### config.mk
export PLATFORM = sky130hd
export DESIGN_NAME = dmah_engine
export DESIGN_NICKNAME = d
export VERILOG_FILES = /design/src/rtl/dmah_pkg.sv /design/src/rtl/dmah_timing.sv /design/src/rtl/dmah_tick.sv /design/src/rtl/dmah_engine.sv
export SDC_FILE = /design/constraint.sdc
export NUM_CORES = 1
export LEC_CHECK = 0
export BUFFER_PORTS_ARGS = -buffer_cell sky130_fd_sc_hd__buf_2
export CORE_MARGIN = 2
export CORE_UTILIZATION = 40
export CTS_CLUSTER_DIAMETER = 80
export DETAILED_ROUTE_END_ITERATION = 8
export HOLD_SLACK_MARGIN = 0.05
export PLACE_DENSITY = 0.66
export SETUP_SLACK_MARGIN = 0.3
export SYNTH_ARGS = -nofsm -noshare
export SYNTH_HDL_FRONTEND = slang
export SYNTH_SLANG_ARGS = --single-unit
### constraint.sdc
create_clock -name clk -period 2.45 [get_ports clk]
set_input_delay 0.245 -clock clk [delete_from_list [all_inputs] [get_ports clk]]
set_output_delay 0.245 -clock clk [all_outputs]
set_load 0.02 [all_outputs]
### src/rtl/dmah_pkg.sv
package dmah_pkg;

    typedef enum logic [2:0] {
        ST_IDLE,
        ST_ARMED,
        ST_GAP,
        ST_STRB,
        ST_RECOV
    } dmah_st_e;

    localparam int NUM_MODES = 3;

    function automatic int clk_ceil(input int ns, input int clk_ns);
        return (ns + clk_ns - 1) / clk_ns;
    endfunction

    function automatic int imax(input int a, input int b);
        return (a > b) ? a : b;
    endfunction

    function automatic int cycle_ns(input int m);
        case (m)
            0:       return 960;
            1:       return 480;
            default: return 240;
        endcase
    endfunction

    function automatic int pulse_ns(input int m);
        case (m)
            0:       return 480;
            1:       return 240;
            default: return 120;
        endcase
    endfunction

    function automatic int rd_setup_ns(input int m);
        case (m)
            0:       return 250;
            1:       return 150;
            default: return 50;
        endcase
    endfunction

    function automatic int wr_setup_ns(input int m);
        case (m)
            0:       return 250;
            1:       return 100;
            default: return 35;
        endcase
    endfunction

    function automatic int wr_hold_ns(input int m);
        case (m)
            0:       return 50;
            1:       return 30;
            default: return 20;
        endcase
    endfunction

    function automatic int req_drop_ns(input int m);
        case (m)
            0:       return 200;
            1:       return 100;
            default: return 80;
        endcase
    endfunction

endpackage

### src/rtl/dmah_timing.sv
module dmah_timing
    import dmah_pkg::*;
#(
    parameter int CLK_NS = 20,
    parameter int TW     = 8
) (
    input  logic [1:0]    mode,
    input  logic          wr,
    output logic [TW-1:0] strb_cyc,
    output logic [TW-1:0] rec_cyc,
    output logic [TW-1:0] hold_cyc,
    output logic [TW-1:0] win_cyc
);

    logic [TW-1:0] strb_t [NUM_MODES][2];
    logic [TW-1:0] rec_t  [NUM_MODES][2];
    logic [TW-1:0] hold_t [NUM_MODES];
    logic [TW-1:0] win_t  [NUM_MODES];
    logic [1:0]    sel;

    for (genvar m = 0; m < NUM_MODES; m++) begin : g_mode
        localparam int HOLD = clk_ceil(wr_hold_ns(m), CLK_NS);
        localparam int WIN  = imax(clk_ceil(req_drop_ns(m), CLK_NS), 1);
        assign hold_t[m] = TW'(HOLD);
        assign win_t[m]  = TW'(WIN);
        for (genvar d = 0; d < 2; d++) begin : g_dir
            localparam int SETUP = clk_ceil((d == 1) ? wr_setup_ns(m) : rd_setup_ns(m), CLK_NS);
            localparam int STRB  = imax(imax(clk_ceil(pulse_ns(m), CLK_NS), SETUP), 1);
            localparam int REC   = imax(imax(clk_ceil(cycle_ns(m), CLK_NS) - STRB, HOLD), 1);
            assign strb_t[m][d] = TW'(STRB);
            assign rec_t[m][d]  = TW'(REC);
        end
    end

    // mode 3 is folded onto the fastest mode
    assign sel      = (mode >= 2'd2) ? 2'd2 : mode;
    assign strb_cyc = strb_t[sel][wr];
    assign rec_cyc  = rec_t[sel][wr];
    assign hold_cyc = hold_t[sel];
    assign win_cyc  = win_t[sel];

endmodule

### src/rtl/dmah_tick.sv
module dmah_tick #(
    parameter int TW = 8
) (
    input  logic          clk,
    input  logic          rst_n,
    input  logic          load,
    input  logic [TW-1:0] load_val,
    output logic [TW-1:0] cnt
);

    logic [TW-1:0] cnt_d, cnt_q;

    always_comb begin
        cnt_d = cnt_q;
        if (load) begin
            cnt_d = load_val;
        end else if (cnt_q != '0) begin
            cnt_d = cnt_q - TW'(1);
        end
    end

    always_ff @(posedge clk or negedge rst_n) begin
        if (!rst_n) cnt_q <= '0;
        else        cnt_q <= cnt_d;
    end

    assign cnt = cnt_q;


    tick_floor_chk: assert property (@(posedge clk) disable iff (!rst_n)
        (cnt_q == '0 && !load) |=> (cnt_q == '0));

endmodule

### src/rtl/dmah_engine.sv
module dmah_engine
    import dmah_pkg::*;
#(
    parameter int CLK_NS = 20,
    parameter int DW     = 16,
    parameter int CNT_W  = 16,
    parameter int TW     = 8
) (
    input  logic             clk,
    input  logic             rst_n,
    input  logic             start,
    input  logic             xfer_write,
    input  logic [1:0]       xfer_mode,
    input  logic [CNT_W-1:0] xfer_words,
    input  logic             dmarq,
    output logic             dmack_n,
    output logic             dior_n,
    output logic             diow_n,
    input  logic [DW-1:0]    dd_in,
    output logic [DW-1:0]    dd_out,
    output logic             dd_oe,
    input  logic             src_valid,
    input  logic [DW-1:0]    src_data,
    output logic             src_ready,
    output logic             rd_valid,
    output logic [DW-1:0]    rd_data,
    output logic             done,
    output logic [CNT_W-1:0] words_left
);

    typedef struct packed {
        dmah_st_e         st;
        logic             ack_n;
        logic             rd_n;
        logic             wr_n;
        logic             oe;
        logic             rvalid;
        logic             done;
        logic             wr;
        logic [1:0]       mode;
        logic [DW-1:0]    wdata;
        logic [DW-1:0]    rdata;
        logic [CNT_W-1:0] cnt;
    } regs_t;

    localparam regs_t REGS_RST = '{
        st: ST_IDLE, ack_n: 1'b1, rd_n: 1'b1, wr_n: 1'b1, oe: 1'b0,
        rvalid: 1'b0, done: 1'b0, wr: 1'b0, mode: 2'd0,
        wdata: '0, rdata: '0, cnt: '0
    };

    regs_t r_d, r_q;

    logic [TW-1:0] strb_cyc, rec_cyc, hold_cyc, win_cyc;
    logic [TW-1:0] phase_cnt, win_cnt, hold_cnt;
    logic [TW-1:0] phase_val;
    logic          phase_ld, win_ld, hold_ld;
    logic          take_word;

    dmah_timing #(.CLK_NS(CLK_NS), .TW(TW)) u_timing (
        .mode     (r_q.mode),
        .wr       (r_q.wr),
        .strb_cyc (strb_cyc),
        .rec_cyc  (rec_cyc),
        .hold_cyc (hold_cyc),
        .win_cyc  (win_cyc)
    );

    dmah_tick #(.TW(TW)) u_phase (
        .clk (clk), .rst_n (rst_n), .load (phase_ld), .load_val (phase_val), .cnt (phase_cnt)
    );

    dmah_tick #(.TW(TW)) u_window (
        .clk (clk), .rst_n (rst_n), .load (win_ld), .load_val (win_cyc), .cnt (win_cnt)
    );

    dmah_tick #(.TW(TW)) u_hold (
        .clk (clk), .rst_n (rst_n), .load (hold_ld), .load_val (hold_cyc), .cnt (hold_cnt)
    );

    always_comb begin
        r_d       = r_q;
        r_d.rvalid = 1'b0;
        phase_ld  = 1'b0;
        phase_val = '0;
        win_ld    = 1'b0;
        hold_ld   = 1'b0;
        take_word = 1'b0;
        unique case (r_q.st)
            ST_IDLE: begin
                if (start) begin
                    r_d.wr   = xfer_write;
                    r_d.mode = xfer_mode;
                    r_d.cnt  = xfer_words;
                    r_d.done = (xfer_words == '0);
                    r_d.st   = (xfer_words == '0) ? ST_IDLE : ST_ARMED;
                end
            end
            ST_ARMED: begin
                if (dmarq) begin
                    r_d.ack_n = 1'b0;
                    r_d.st    = ST_GAP;
                    win_ld    = 1'b1;
                end
            end
            ST_GAP: begin
                if (r_q.cnt == '0) begin
                    r_d.ack_n = 1'b1;
                    r_d.done  = 1'b1;
                    r_d.st    = ST_IDLE;
                end else if (dmarq && (!r_q.wr || src_valid)) begin
                    r_d.st    = ST_STRB;
                    phase_ld  = 1'b1;
                    phase_val = strb_cyc - TW'(1);
                    if (r_q.wr) begin
                        r_d.wr_n  = 1'b0;
                        r_d.oe    = 1'b1;
                        r_d.wdata = src_data;
                        take_word = 1'b1;
                    end else begin
                        r_d.rd_n = 1'b0;
                    end
                end else if (!dmarq && win_cnt == '0) begin
                    r_d.ack_n = 1'b1;
                    r_d.st    = ST_ARMED;
                end
            end
            ST_STRB: begin
                if (phase_cnt == '0) begin
                    r_d.rd_n  = 1'b1;
                    r_d.wr_n  = 1'b1;
                    r_d.st    = ST_RECOV;
                    phase_ld  = 1'b1;
                    phase_val = rec_cyc - TW'(1);
                    win_ld    = 1'b1;
                    hold_ld   = 1'b1;
                    r_d.cnt   = r_q.cnt - CNT_W'(1);
                    r_d.oe    = r_q.wr && (hold_cyc != '0);
                    if (!r_q.wr) begin
                        r_d.rvalid = 1'b1;
                        r_d.rdata  = dd_in;
                    end
                end
            end
            ST_RECOV: begin
                r_d.oe = r_q.oe && (hold_cnt > TW'(1));
                if (phase_cnt == '0) begin
                    r_d.st = ST_GAP;
                end
            end
            default: r_d = REGS_RST;
        endcase
    end

    always_ff @(posedge clk or negedge rst_n) begin
        if (!rst_n) r_q <= REGS_RST;
        else        r_q <= r_d;
    end

    assign dmack_n    = r_q.ack_n;
    assign dior_n     = r_q.rd_n;
    assign diow_n     = r_q.wr_n;
    assign dd_out     = r_q.wdata;
    assign dd_oe      = r_q.oe;
    assign src_ready  = take_word;
    assign rd_valid   = r_q.rvalid;
    assign rd_data    = r_q.rdata;
    assign done       = r_q.done;
    assign words_left = r_q.cnt;


    strobe_in_ack_chk: assert property (@(posedge clk) disable iff (!rst_n)
        (!r_q.rd_n || !r_q.wr_n) |-> !r_q.ack_n);


    single_strobe_chk: assert property (@(posedge clk) disable iff (!rst_n)
        (r_q.rd_n || r_q.wr_n));


    ack_on_req_chk: assert property (@(posedge clk) disable iff (!rst_n)
        $fell(r_q.ack_n) |-> $past(dmarq));


    wr_drive_chk: assert property (@(posedge clk) disable iff (!rst_n)
        !r_q.wr_n |-> r_q.oe);


    rd_capture_chk: assert property (@(posedge clk) disable iff (!rst_n)
        r_q.rvalid |-> (r_q.rd_n && $past(!r_q.rd_n)));


    done_quiet_chk: assert property (@(posedge clk) disable iff (!rst_n)
        r_q.done |-> (r_q.ack_n && r_q.cnt == '0));

endmodule

After elaboration in Yosys (flattened, before gate mapping)
Cells that the tools add are included.
{"block": "word_totals", "ff_bits": 84, "in_bits": 56, "elab_cells": 155}
{"block": "classes", "add_sub_neg": 5, "order_cmp": 4, "eq_ne": 17, "muxes": 67, "bitwise": 10, "reduce_logical": 37}
{"cell": "8-bit two-way mux", "count": 16}
{"cell": "16-bit two-way mux", "count": 7}
{"cell": "16-bit one-hot mux with 2 select lines", "count": 2}
{"cell": "16-bit one-hot mux with 3 select lines", "count": 1}
{"cell": "16-bit binary-select mux with 2-bit select", "count": 1}
{"cell": "8-bit binary-select mux with 2-bit select", "count": 2}
{"cell": "16-bit zero test", "count": 2}
{"cell": "32-bit two-way mux", "count": 1}
{"cell": "8-bit nonzero test", "count": 4}
{"cell": "8-bit by 1-bit subtractor with 8-bit output (second input constant)", "count": 4}
{"cell": "4-bit two-way mux", "count": 5}
{"cell": "2-bit inequality test (second input constant)", "count": 10}
{"cell": "5-bit AND reduction", "count": 4}
{"cell": "3-bit two-way mux", "count": 6}
{"cell": "8-bit zero test", "count": 2}
{"cell": "8-bit one-hot mux with 2 select lines", "count": 1}
{"cell": "16-bit by 1-bit subtractor with 16-bit output (second input constant)", "count": 1}
{"cell": "1-bit two-way mux", "count": 15}
{"cell": "3-bit one-hot mux with 5 select lines", "count": 1}
{"cell": "3-bit OR reduction", "count": 4}
{"cell": "4-bit OR reduction", "count": 3}
{"cell": "3-bit AND reduction", "count": 3}
{"cell": "8-bit by 1-bit > comparator with 1-bit output (second input constant)", "count": 1}
{"cell": "1-bit inverter", "count": 8}
{"cell": "23 further kinds", "count": 36}

Logic depth before layout (Yosys ltp)
{"block": "logic_depth", "word_depth": 14, "ltp_mapped": 10}

Modules after synthesis
A second synthesis with hierarchy kept.
{"block": "hier_totals", "cells_unflattened": 613, "area_unflattened_um2": 5629.1}
{"mod": "dmah_engine", "n_inst": 1, "cells_per_inst": 424, "area_each_um2": 3913.8, "seq_area_each_um2": 1505.2}
{"mod": "dmah_tick (u_phase ...)", "n_inst": 2, "cells_per_inst": 53, "area_each_um2": 494.2, "seq_area_each_um2": 200.2}
{"mod": "dmah_tick (u_hold)", "n_inst": 1, "cells_per_inst": 50, "area_each_um2": 498.0, "seq_area_each_um2": 200.2}
{"mod": "dmah_timing", "n_inst": 1, "cells_per_inst": 33, "area_each_um2": 229.0, "seq_area_each_um2": 0.0}

Worst setup path after synthesis
No wires, ideal clock.
{"block": "synth_path", "path_kind": "register to register", "startpoint": "register r_q (netlist bit words_left[0])", "endpoint": "register r_q (netlist bit dd_out[10])", "setup_ps": 121, "arrival_time_ps": 2229, "path_slack_ps": 100, "path_stages_with_launch": 11, "synth_period_minus_slack_ps": 2350, "path_cell_list": "dfrtp_1 > inv_1 > ha_1 > nor3b_2 > nand4_1 > and3_1 > clkbuf_1 > and2_1 > clkbuf_1 > buf_2 > a22o_1"}
{"block": "synth_between", "elab_chain_cells": 3}
{"element": "start: declaration", "line": "dmah_engine.sv:52", "source": "regs_t r_d, r_q;"}
{"element": "start signal: assignment", "line": "dmah_engine.sv:157", "source": "else r_q <= r_d;"}
{"element": "16-bit zero test", "line": "dmah_engine.sv:107", "source": "if (r_q.cnt == '0) begin"}
{"element": "2-bit inequality test (no source line)"}
{"element": "4-bit AND reduction (no source line)"}
Every way passes these cells.
A chain may end at the register's enable or synchronous reset.

Worst setup path in the final report
{"block": "layout_path", "startpoint": "register u_phase.cnt_q[2] (netlist: u_phase.cnt[2])", "endpoint": "register r_q (netlist bit rd_data[11])"}
{"block": "layout_between", "elab_chain_cells": 3}
{"element": "start: declaration", "line": "dmah_tick.sv:11", "source": "logic [TW-1:0] cnt_d, cnt_q;"}
{"element": "start signal: assignment", "line": "dmah_tick.sv:24", "source": "else cnt_q <= cnt_d;"}
{"element": "8-bit zero test", "line": "dmah_engine.sv:129", "source": "if (phase_cnt == '0) begin"}
{"element": "2-bit inequality test (no source line)"}
{"element": "3-bit AND reduction (no source line)"}
Every way passes these cells.

==> impl.org <==
** GRT
- Initial antenna violation count :: 0
- The number of global-route vias before repair is 3940.
- Global routing used 18.4% of the available tracks.
- The total overflow left after global routing is 0.
- Entering global routing, the biggest net connects 49 pins.
- Wire length of the first global-routing pass :: 19300 um

** Setup path
- The critical path ends at rd_data[11].
- CP Data Required Time :: 2.71 ns
- Ordered cell list for the critical path :: or4_4 -> or3_4 -> nor3b_2 -> o21a_2 -> clkbuf_16 -> mux2i_1
- Launch point of the worst path :: u_phase.cnt[2]
- Among cell families on the critical path, the largest total delay comes from simple AND/OR/NAND/NOR gates.
- WP depth :: 6
- Type of element launching the critical path :: register
- STA classifies the critical path endpoint as a register.
- For the worst setup path, the data arrival time is 2.40 ns.
- Slowest Stage Delay on Critical Path :: 0.58 ns
- Worst Path Max Fanout :: 8
- For flop-to-flop paths, the worst setup slack is 0.31 ns.
- Counting both buffers and inverters, the worst setup path holds a total of 1.
- Measured in cells, the most critical reg-to-reg path has a length of 6.
- On the critical path, the stage with the largest delay is an instance of or4_4.
- The endpoint identified for the worst register-to-register timing path is rd_data[11].
- The critical path in this run is classified as reg -> reg.
- Beginning of the worst register-to-register path :: u_phase.cnt[2]

** Power
- The internal power of the cells totals 4.52 mW.
- Max VDD drop :: 486 uV
- Sequential cells burn 32.5% of the power.
- Static leakage power :: 2.69 nW
- Switching share of power :: 44.0%
- Of the total power, combinational logic draws 50.6%.
- The share of total power dissipated in the clock network is 16.8%.
- Dividing total power by cell area gives a power density of 1410 nW/um2.
- Summed over all nets, the switching power comes to 3.56 mW.

** Drt
- Wire length reported by the detailed router :: 12000 um
- The detailed router finished its first iteration with 315 violations.
- Mean number of vias per cell :: 5.53
- Detail-routed net length per standard cell :: 15.9 um
- Number of iterations in the first detailed-routing pass :: 5
- Total number of vias :: 4176
- Number of nets still failing antenna checks after routing :: 0
- Drt drc :: 0

** Clock tree
- The tree is rooted in a clkbuf_16.
- The clock passes through at most 2 buffers.
- Num CTS Buffers :: 9
- Clock latency on the worst-skew pair, taken at its later pin, is 0.34 ns.
- H-tree depth :: 3
- Clock-pin slew reported for the worst setup and hold paths after clock tree synthesis :: 0.06 ns
- Clock tree synthesis found a total of 84 sinks.
- Clock tree from TritonCTS :: yes

** Yosys
- Post-synthesis net count :: 593
- Share of synthesized area occupied by flip-flops and latches :: 43.7%
- In this run, synthesis produced a sequential element count of 84.
- The synthesized design contains 0 enable-type register cells.
- In the synthesized netlist, the number of instances is 529.
- Avg Synthesized Cell Area :: 9.12 um2
- For this run, asynchronously set or reset flops after synthesis account for 100%.
- Number of warning messages in the yosys log :: 0
- Dominant register cell in the synthesized netlist :: dfrtp_1
- Cell area after technology mapping :: 4820 um2
- In this run, distinct cell masters in the synthesized netlist total 60.

** Run
- Across the run, the number of max-cap violations was 0.

** Cells and area
- Post-route cell area :: 5750 um2
- Cells fill 48.3% of the core in the end.
- Ant diodes :: 0
- Total Nets Final :: 667
- Relative to the synthesized area, the layout overhead comes to 19.2%.
- Fraction of layout instances using a drive strength above 1 :: 30.4%

** Placement
- Gpl congestion :: 0.843
- Input and output buffers added on the ports amount to 110.
- The HPWL after detailed placement is 8410 um.
- DP Worst Slack :: 0.101 ns
- In this run the cell area measured after placement is 5250 um2.

** Timing
- Across all hold checks on the routed design, the worst slack comes to 0.130 ns.
- Fin. max-slew vios :: 0
- Setup slack on the critical path of the routed design comes to 0.307 ns.
- Fin crit period :: 2.14 ns
- The final number of hold-violating endpoints is 0.
- Based on the critical path, the design can be clocked at up to 467 MHz.
- Period Utilization, post-route :: 87.5%
- Unrepaired setup endpoints after global routing :: true
- Worst max-slew margin expressed relative to the limit :: 59.7%
- Adding up every negative setup slack in the final design gives 0 ns.
- At the pin with the least slew margin, the transition time is 0.604 ns.
- Setup violations remaining at the end of the flow were counted as 0.
- The clock arrives with 0.0104 ns of skew.

** Die
- Top-level I/O count :: 111
- The initial utilization of the core area, before any placement, comes to 40.5%.
- Cell Rows :: 40
- Die Y-Extent :: 114 um
- Area of the die :: 13000 um2
- In this run the horizontal extent of the chip is 114 um.
- The core region is 11900 um2.

** Min path
- Counting instances, the worst hold path has a depth of 2.
- Critical hold path startpoint :: src_data[5]
- Worst hold path type :: in -> reg

** Status
- Status :: finished, final reports clean
## layout by cell type, fill, tap and decap left out, types with 6 or more instances in the layout
| cell type | instances |
|---|---|
| inv_1 | 13 |
| nand2_1 | 61 |
| a22o_1 | 17 |
| buf_4 | 22 |
| dfrtp_1 | 81 |
| xnor2_1 | 7 |
| nor3_1 | 12 |
| nor4_1 | 9 |
| a22oi_1 | 6 |
| o21ai_0 | 34 |
| mux2i_1 | 20 |
| a31oi_1 | 7 |
| ha_1 | 7 |
| nand3_1 | 9 |
| o21ai_1 | 6 |
| nor2_1 | 42 |
| a21oi_1 | 25 |
| buf_2 | 109 |
| xor2_1 | 7 |
| clkbuf_16 | 10 |
## stage by stage
step	power, mW	std cells
2_1_floorplan	5.78	529
3_3_place_gp	6.34	728
3_5_place_dp	6.46	728
4_1_cts	7.98	751
5_1_grt	8.71	755
6_report	8.08	755
## layout make-up
cell class / instances / area [um2]
Multi-Input combinational cell: 354 / 2280
Clock inverter: 5 / 61.3
Clock buffer: 11 / 243
Sequential cell: 84 / 2110
Timing Repair Buffer: 138 / 820
Fill cell: 1141 / 6160
Tap cell: 147 / 184
Inverter: 16 / 60.1
## per-layer routing
| metal | vias up | routed length [um] | global-route usage, % |
|---|---|---|---|
| met3 | 23 | 724 | 2.71 |
| met5 | - | 0 | 0 |
| met4 | 0 | 274 | 6.83 |
| li1 | 1980 | - | - |
| met2 | 168 | 5530 | 28.7 |
| met1 | 2005 | 5470 | 26.0 |
## worst register-to-register path: cells and delay by family (launching register included)
| kind | cells | cell delay, ns |
|---|---|---|
| buffers and inverters | 1 | 0.18 |
| muxes | 1 | 0.18 |
| and+or+nand+nor | 3 | 1.10 |
| AOI/OAI and AO/OA | 1 | 0.21 |
| DFF | 1 | 0.40 |
## cell families after synthesis
logic type,after synthesis,share of synthesized area (%)
and+or+nand+nor,184,19.1
xor gates and xnor gates,14,2.54
DFF,84,43.7
adders and majority gates,8,2.08
AOI/OAI and AO/OA,124,16.5
muxes,22,4.59
buffers and inverters,93,11.6
## power groups by stage
| stage | sequential, mW | clock, mW | combinational [mW] |
|---|---|---|---|
| after floorplan | 2.52 | 0 | 3.25 |
| after global placement | 2.59 | 0 | 3.74 |
| after detailed placement | 2.62 | 0 | 3.83 |
| after CTS | 2.62 | 1.39 | 3.96 |
| after global routing | 2.73 | 1.46 | 4.51 |
| final | 2.63 | 1.36 | 4.09 |
## flip-flops by register name, indices dropped and copies added (netlist names)
register      flops
u_window.cnt      8
dmack_n           1
dior_n            1
u_phase.cnt       8
words_left       16
done              1
rd_valid          1
r_q               6
diow_n            1
u_hold.cnt        8
dd_out           16
rd_data          16
dd_oe             1
## timing repair
item | in CTS | in global routing
pin swaps | 3 | 3
setup buffers | 3 | 3
endpoints found under the hold margin | 33 | 0
gates resized for setup | 10 | 17
endpoints found under the setup margin | 53 | 45
hold buffers | 1 | 0
gates cloned | 3 | 1
## synthesized netlist by cell type (3+ instances only)
cell type / number / area [um2]
dfrtp_1: 81 / 2030
nand2_1: 61 / 229
buf_4: 48 / 360
nor2_1: 43 / 161
o21ai_0: 36 / 180
a21oi_1: 25 / 125
clkbuf_1: 22 / 82.6
mux2i_1: 21 / 210
a22o_1: 17 / 149
inv_1: 16 / 60.1
nor3_1: 14 / 70.1
nor4_1: 10 / 62.6
nand3_1: 9 / 45.0
ha_1: 8 / 100
a31oi_1: 7 / 43.8
or4_1: 7 / 52.6
xnor2_1: 7 / 61.3
xor2_1: 7 / 61.3
a22oi_1: 6 / 45.0
and3_1: 6 / 37.5
nand2b_1: 6 / 37.5
buf_2: 5 / 25.0
a32oi_1: 4 / 35.0
nor2b_1: 4 / 25.0
o21ai_1: 4 / 20.0
dfstp_2: 3 / 78.8
nand3b_1: 3 / 22.5
o22ai_1: 3 / 18.8
## how the worst min path moves through the flow
| stage | to |
|---|---|
| after global routing | dd_out[7] |
| after CTS | dd_out[5] |
| after detailed placement | dd_out[7] |
| after floorplan | dd_oe |
| final | dd_out[5] |
| after global placement | dd_out[3] |
(Power assumes the default switching activity.)
